File: src/rtl/irq_chain_pkg.sv
package irq_chain_pkg;
    localparam int unsigned DEF_SLOTS    = 4;
    localparam int unsigned DEF_VEC_W    = 8;
    localparam int unsigned DEF_VEC_BASE = 32;
    localparam int unsigned DEF_VEC_STEP = 4;

    // Vector value of one slot, returned wide and cut to width by the caller.
    function automatic logic [31:0] slot_vector(input int unsigned base,
                                                input int unsigned step,
                                                input int unsigned idx);
        return 32'(base + idx * step);
    endfunction
endpackage

File: src/rtl/irq_chain_link.sv
module irq_chain_link (
    input  logic prio_in,
    input  logic pending,
    output logic prio_out,
    output logic take
);
    // A pending slot keeps the grant and blocks the slots behind it; an idle slot passes it on.
    always_comb begin
        take     = prio_in & pending;
        prio_out = prio_in & ~pending;
    end
endmodule

File: src/rtl/irq_vec_select.sv
module irq_vec_select #(
    parameter int unsigned NUM_SLOTS = irq_chain_pkg::DEF_SLOTS,
    parameter int unsigned VEC_W     = irq_chain_pkg::DEF_VEC_W,
    parameter int unsigned VEC_BASE  = irq_chain_pkg::DEF_VEC_BASE,
    parameter int unsigned VEC_STEP  = irq_chain_pkg::DEF_VEC_STEP
) (
    input  logic [NUM_SLOTS-1:0] owner,
    output logic [VEC_W-1:0]     vec
);
    logic [VEC_W-1:0] term [NUM_SLOTS];
    logic [VEC_W-1:0] acc  [NUM_SLOTS+1];

    assign acc[0] = '0;

    // AND-OR selection: only the single owner's term is non-zero.
    for (genvar s = 0; s < NUM_SLOTS; s++) begin : g_term
        localparam logic [VEC_W-1:0] SLOT_VEC =
            VEC_W'(irq_chain_pkg::slot_vector(VEC_BASE, VEC_STEP, s));
        assign term[s]  = owner[s] ? SLOT_VEC : '0;
        assign acc[s+1] = acc[s] | term[s];
    end

    assign vec = acc[NUM_SLOTS];
endmodule

File: src/rtl/irq_chain_arbiter.sv
module irq_chain_arbiter #(
    parameter int unsigned NUM_SLOTS = irq_chain_pkg::DEF_SLOTS,
    parameter int unsigned VEC_W     = irq_chain_pkg::DEF_VEC_W,
    parameter int unsigned VEC_BASE  = irq_chain_pkg::DEF_VEC_BASE,
    parameter int unsigned VEC_STEP  = irq_chain_pkg::DEF_VEC_STEP
) (
    input  logic                 clk,
    input  logic                 rst_n,
    input  logic [NUM_SLOTS-1:0] req_i,
    input  logic                 inta_i,
    output logic                 intr_o,
    output logic [VEC_W-1:0]     vec_o,
    output logic                 vec_valid_o
);
    localparam int unsigned LINKS = NUM_SLOTS;

    typedef struct packed {
        logic [NUM_SLOTS-1:0] pend;
        logic [NUM_SLOTS-1:0] owner;
        logic                 inta_seen;
    } arb_state_t;

    arb_state_t st_d, st_q;

    logic [LINKS:0]       chain;
    logic [NUM_SLOTS-1:0] grant;
    logic                 ack_start;

    // The chain head is driven by the acknowledge start; slot 0 is nearest the processor.
    assign chain[0] = ack_start;

    for (genvar s = 0; s < LINKS; s++) begin : g_link
        irq_chain_link link_i (
            .prio_in  (chain[s]),
            .pending  (st_q.pend[s]),
            .prio_out (chain[s+1]),
            .take     (grant[s])
        );
    end

    always_comb begin
        st_d           = st_q;
        ack_start      = inta_i & ~st_q.inta_seen;
        st_d.inta_seen = inta_i;
        if (!inta_i) begin
            st_d.owner = '0;
        end else if (ack_start) begin
            st_d.owner = grant;
        end
        // The winner drops its flag; new requests (the winner's own too) set flags again.
        st_d.pend = (st_q.pend & ~grant) | req_i;
    end

    always_ff @(posedge clk or negedge rst_n) begin
        if (!rst_n) begin
            st_q <= '0;
        end else begin
            st_q <= st_d;
        end
    end

    irq_vec_select #(
        .NUM_SLOTS (NUM_SLOTS),
        .VEC_W     (VEC_W),
        .VEC_BASE  (VEC_BASE),
        .VEC_STEP  (VEC_STEP)
    ) vsel_i (
        .owner (st_q.owner),
        .vec   (vec_o)
    );

    assign intr_o      = |st_q.pend;
    assign vec_valid_o = |st_q.owner;

    // the chain never yields two owners.
    p_single_owner_r9: assert property (@(posedge clk) disable iff (!rst_n)
        $onehot0(st_q.owner));

    // no owner means an all-zero vector.
    p_idle_vec_zero_r5: assert property (@(posedge clk) disable iff (!rst_n)
        !vec_valid_o |-> (vec_o == '0));

    // an owner can only appear when the shared line was already raised.
    p_owner_needs_intr_r3: assert property (@(posedge clk) disable iff (!rst_n)
        $rose(vec_valid_o) |-> $past(intr_o));

    // once owned, the acknowledge keeps its vector while inta stays high.
    p_no_takeover_r7: assert property (@(posedge clk) disable iff (!rst_n)
        ($past(inta_i) && $past(vec_valid_o)) |-> (vec_valid_o && $stable(vec_o)));

    // ownership ends in the cycle after inta is seen low.
    p_release_r4: assert property (@(posedge clk) disable iff (!rst_n)
        !inta_i |=> !vec_valid_o);
endmodule

File: config.mk
export PLATFORM = sky130hd
export DESIGN_NAME = irq_chain_arbiter
export DESIGN_NICKNAME = d
export VERILOG_FILES = /design/src/rtl/irq_chain_pkg.sv /design/src/rtl/irq_chain_link.sv /design/src/rtl/irq_vec_select.sv /design/src/rtl/irq_chain_arbiter.sv
export SDC_FILE = /design/constraint.sdc
export NUM_CORES = 1
export LEC_CHECK = 0
export ABC_CLOCK_PERIOD_IN_PS = 1600
export BUFFER_PORTS_ARGS = -buffer_cell sky130_fd_sc_hd__buf_2
export CORE_AREA = 2 2 39 41
export DETAILED_ROUTE_END_ITERATION = 6
export DIE_AREA = 0 0 41 43
export GPL_ROUTABILITY_DRIVEN = 1
export PLACE_DENSITY = 0.58
export REMOVE_ABC_BUFFERS = 1
export SLEW_MARGIN = 0
export SYNTH_ARGS = -nofsm -noshare
export SYNTH_HDL_FRONTEND = slang
export SYNTH_SLANG_ARGS = --single-unit
File: constraint.sdc
create_clock -name clk -period 1.6 [get_ports clk]
set_input_delay 0.24 -clock clk [delete_from_list [all_inputs] [get_ports clk]]
set_output_delay 0.24 -clock clk [all_outputs]
set_load 0.01 [all_outputs]
==> results.md <==
- The number of hold violations in the final report is 0.
- Yosys attributes the largest share of cell area to sky130_fd_sc_hd__dfrtp_1 (50%), sky130_fd_sc_hd__buf_4 (8.3%), sky130_fd_sc_hd__a21o_1 (5.0%).
- The startpoint type of the worst setup path is a flip-flop.
- Walking the worst path, the cells encountered are or2_4 -> or3_1 -> buf_2.
- The placed instance count is 67.
- Input and output buffers added on the ports amount to 11.
- The worst reg-to-reg setup slack is 290 ps.
- The worst-case clock skew is 4.55 ps.
- In this run the worst path has a maximum fanout of 3.
- In the post-route analysis, the smallest setup slack over all paths is 46.0 ps.
- The initial utilization of the core area, before any placement, comes to 32.8%.
- In this run, synthesis produced a sequential element count of 9.
- The source of the critical timing path is st_q[2]$_DFFE_PN0P_.
- The dominant synthesized flop cell is sky130_fd_sc_hd__dfrtp_1.
- The smallest clock period supported by the final layout is computed as 1550 ps.
- The weighted congestion reported at the end of routability-driven placement is 0.658.
- The maximum achievable frequency is 0.644 GHz.
- The die boundary height is 43 um.
- The sequential cell area fraction in the yosys report is 49.6%.
- The reg-to-reg critical path endpoint is st_q[7]$_DFF_PN0_.
- The number of antenna cells inserted is 0.
- 17 I/O pins were placed.
- Measured in cells, the most critical reg-to-reg path has a length of 2.
- The total overflow left after global routing is 0.
- The CTS clock-pin slew for the worst setup and hold paths is 60 ps.
- The most critical setup path has its endpoint at vec_o[5].
- The detailed router finished its first iteration with 0 violations.
- The non-filler instance count after layout is 73.
- The area share of the leading cell type in the synthesized netlist is between 40 and 50%.
- The clock tree root driver cell is sky130_fd_sc_hd__clkbuf_4.
- st_q holds more flip-flops than any other register.
- The arrival time of the worst setup path is about 1300 ps.
- The via count of the first global-routing pass is between 300 and 400.
- The path category of the worst min-delay check is primary input to flip-flop.
- For this run, design rule violations remaining after detail routing come to 0.
- The final count of negative-setup-slack endpoints is 0.
- The first global-routing pass estimated between 1000 and 1500 um of wire.
- Setup repair after global routing could not meet its margin everywhere.
- Of the available clock period, the critical path in the final layout requires 97.1%.
- Counting every instance in the synthesized netlist gives 41.
- For this run, the detailed router's first-pass iteration total came to 1.
- The warning count from the yosys run is 0.
- The mean post-synth cell area is 11.1 um2.
- The count of flip-flops with a built-in enable after synthesis is 0.
- In this run the remaining antenna-violating nets after routing total 0.
- Clock tree synthesis found a total of 9 sinks.
- The category of the worst setup path capture point is an output pin.
- In this run the horizontal extent of the chip is 41 um.
- The clock latency of the later-clocked register in the worst-skew pair is 260 ps.
- The average via count per standard cell is 4.41.
- The critical setup path kind is flip-flop to output pin.
- The cell leakage power is roughly 0.26 nW.
- STA puts the critical path data required time at 1360 ps.
- The worst flop-to-flop path startpoint is st_q[0]$_DFF_PN0_.
- The synthesized netlist contains 21 unique library cells.
- The most frequent cell after synthesis is sky130_fd_sc_hd__dfrtp_1.
- VDD sags by at most ~320 uV.
- The TritonCTS clock tree is yes.
- Among all stages on the critical path, the largest delay is contributed by sky130_fd_sc_hd__dfrtp_1.
- The largest registers in the layout are st_q x9.
- Summing over every cut layer, the via total after detailed routing is 322.
- The total number of H-tree levels is 1.
- In this run, CTS created clock tree buffers numbering 3.
- In the final design database the tool counted 65 nets.
- The final routed wirelength across all metal layers is about 760 um.
- After detailed routing, the average wire length per cell comes to 10.4 um.
- Compared with the post-synthesis result, the final layout area differs by 20.9%.
- The area of the core is 1380 um2.
- The total power divided by cell area is 849 nW/um2.
- The total number of placement rows is 14.
- The max-cap violation count is 0.
- The utilization after layout is roughly two fifths.
- The maximum root-to-sink buffer count is 2.
- The count of pins over their slew limit is 0.
- The commonest cells after synthesis are sky130_fd_sc_hd__dfrtp_1 (9), sky130_fd_sc_hd__buf_4 (5), sky130_fd_sc_hd__a21o_1 (3).
- Of all cell types, the one taking the most synthesized area is sky130_fd_sc_hd__dfrtp_1.
- The worst setup slack after placement is 246 ps.
- The post-synthesis cell area is about 450 um2.
- The flow ran to the end, and the final reports show no timing, DRC or antenna violations.
- The maximum number of pins on one net before global-route repair is 12.
- The fraction of layout cells with a size suffix above 1 is 35.1%.
- The initial antenna violation count is 0.
- The delay of the slowest cell on the worst path is 390 ps.
- The fraction of synthesis flops using an asynchronous set or reset pin is 100%.
- The area of the die is 1760 um2.
- The register with the most flip-flops in the layout has 9 of them.
- The global-route total usage across every layer is between 10% and 20%.
[kinds of logic (layout without fill, tap and decap cells)]
group	count (synthesis)	count (layout)	share of synthesized area, %
other cells	1	5	0.826
compound gates	7	7	11.6
mux	1	1	2.20
buf+inv	6	18	10.7
flops	9	9	49.6
simple gates	17	17	25.1
[cell usage in the layout, fill, tap and decap left out]
cell type	count
sky130_fd_sc_hd__nor3_1	1
sky130_fd_sc_hd__buf_2	11
sky130_fd_sc_hd__nor2_1	1
sky130_fd_sc_hd__a21o_1	3
sky130_fd_sc_hd__nand2b_1	2
sky130_fd_sc_hd__and3b_1	1
sky130_fd_sc_hd__a21boi_0	1
sky130_fd_sc_hd__conb_1	5
sky130_fd_sc_hd__nand2_1	2
sky130_fd_sc_hd__buf_4	2
sky130_fd_sc_hd__nor2b_1	1
sky130_fd_sc_hd__or2_2	1
sky130_fd_sc_hd__clkbuf_1	1
sky130_fd_sc_hd__or2_4	1
sky130_fd_sc_hd__mux2i_1	1
sky130_fd_sc_hd__dlygate4sd3_1	1
sky130_fd_sc_hd__or4b_1	2
sky130_fd_sc_hd__a21boi_1	1
sky130_fd_sc_hd__a21oi_1	1
sky130_fd_sc_hd__a32o_1	1
sky130_fd_sc_hd__or3b_2	2
sky130_fd_sc_hd__nor3b_1	1
sky130_fd_sc_hd__dfrtp_1	9
sky130_fd_sc_hd__clkbuf_4	3
sky130_fd_sc_hd__or3_1	2
[critical path: cells and delay by family, from the launching register on]
| kind | cells | cell delay (ps) |
|---|---|---|
| simple gates | 2 | 520 |
| buf+inv | 1 | 140 |
| flops | 1 | 390 |
[worst min path at each step]
stage,startpoint,endpoint,slack [ps],cells after the start
finish,req_i[2],st_q[7]$_DFF_PN0_,150,2
global route,req_i[2],st_q[7]$_DFF_PN0_,130,2
CTS,req_i[2],st_q[7]$_DFF_PN0_,140,2
detailed placement,rst_n,st_q[8]$_DFF_PN0_,110,1
global placement,rst_n,st_q[8]$_DFF_PN0_,100,1
floorplan,rst_n,st_q[0]$_DFF_PN0_,-60,0
[final cells by class]
cell class	instances	area [um2]
timing repair buffer	14	80.1
multi-input combinational	30	198
clock buffer	4	26.3
sequential	9	225
fill	141	835
tap	16	20.0
[routing by layer]
layer | wire [um] | global-route usage, % | up-vias
met3 | 46 | 3.14 | 2
li1 | - | - | 164
met2 | 352 | 14.7 | 11
met4 | 6 | 10.0 | 0
met1 | 357 | 12.0 | 145
met5 | 0 | 0 | -
[what timing repair did]
| item | CTS | global route |
|---|---|---|
| buffers inserted | 1 | 0 |
| gates cloned | 0 | 0 |
| hold buffers | 1 | 0 |
| gates resized for setup | 1 | 0 |
| hold endpoints to repair | 9 | 0 |
| setup endpoints to repair | 2 | 2 |
[stage by stage]
step                cell area, um2  hold slack [ps]  total power, mW  setup TNS (ps)
finish                         549              151            0.467               0
global route                   549              134            0.504           -62.6
CTS                            549              137            0.483               0
detailed placement             503              105            0.295               0
global placement               503              104            0.294               0
floorplan                      420            -55.6            0.271               0
[where the power goes]
group | total, mW | leakage, nW | switching [mW] | internal [mW]
sequential | 0.244 | 0.103 | 0.00948 | 0.235
combinational | 0.0484 | 0.144 | 0.0246 | 0.0238
clock | 0.174 | 0.0150 | 0.0781 | 0.0960
Power figures use the tool's default switching activity.
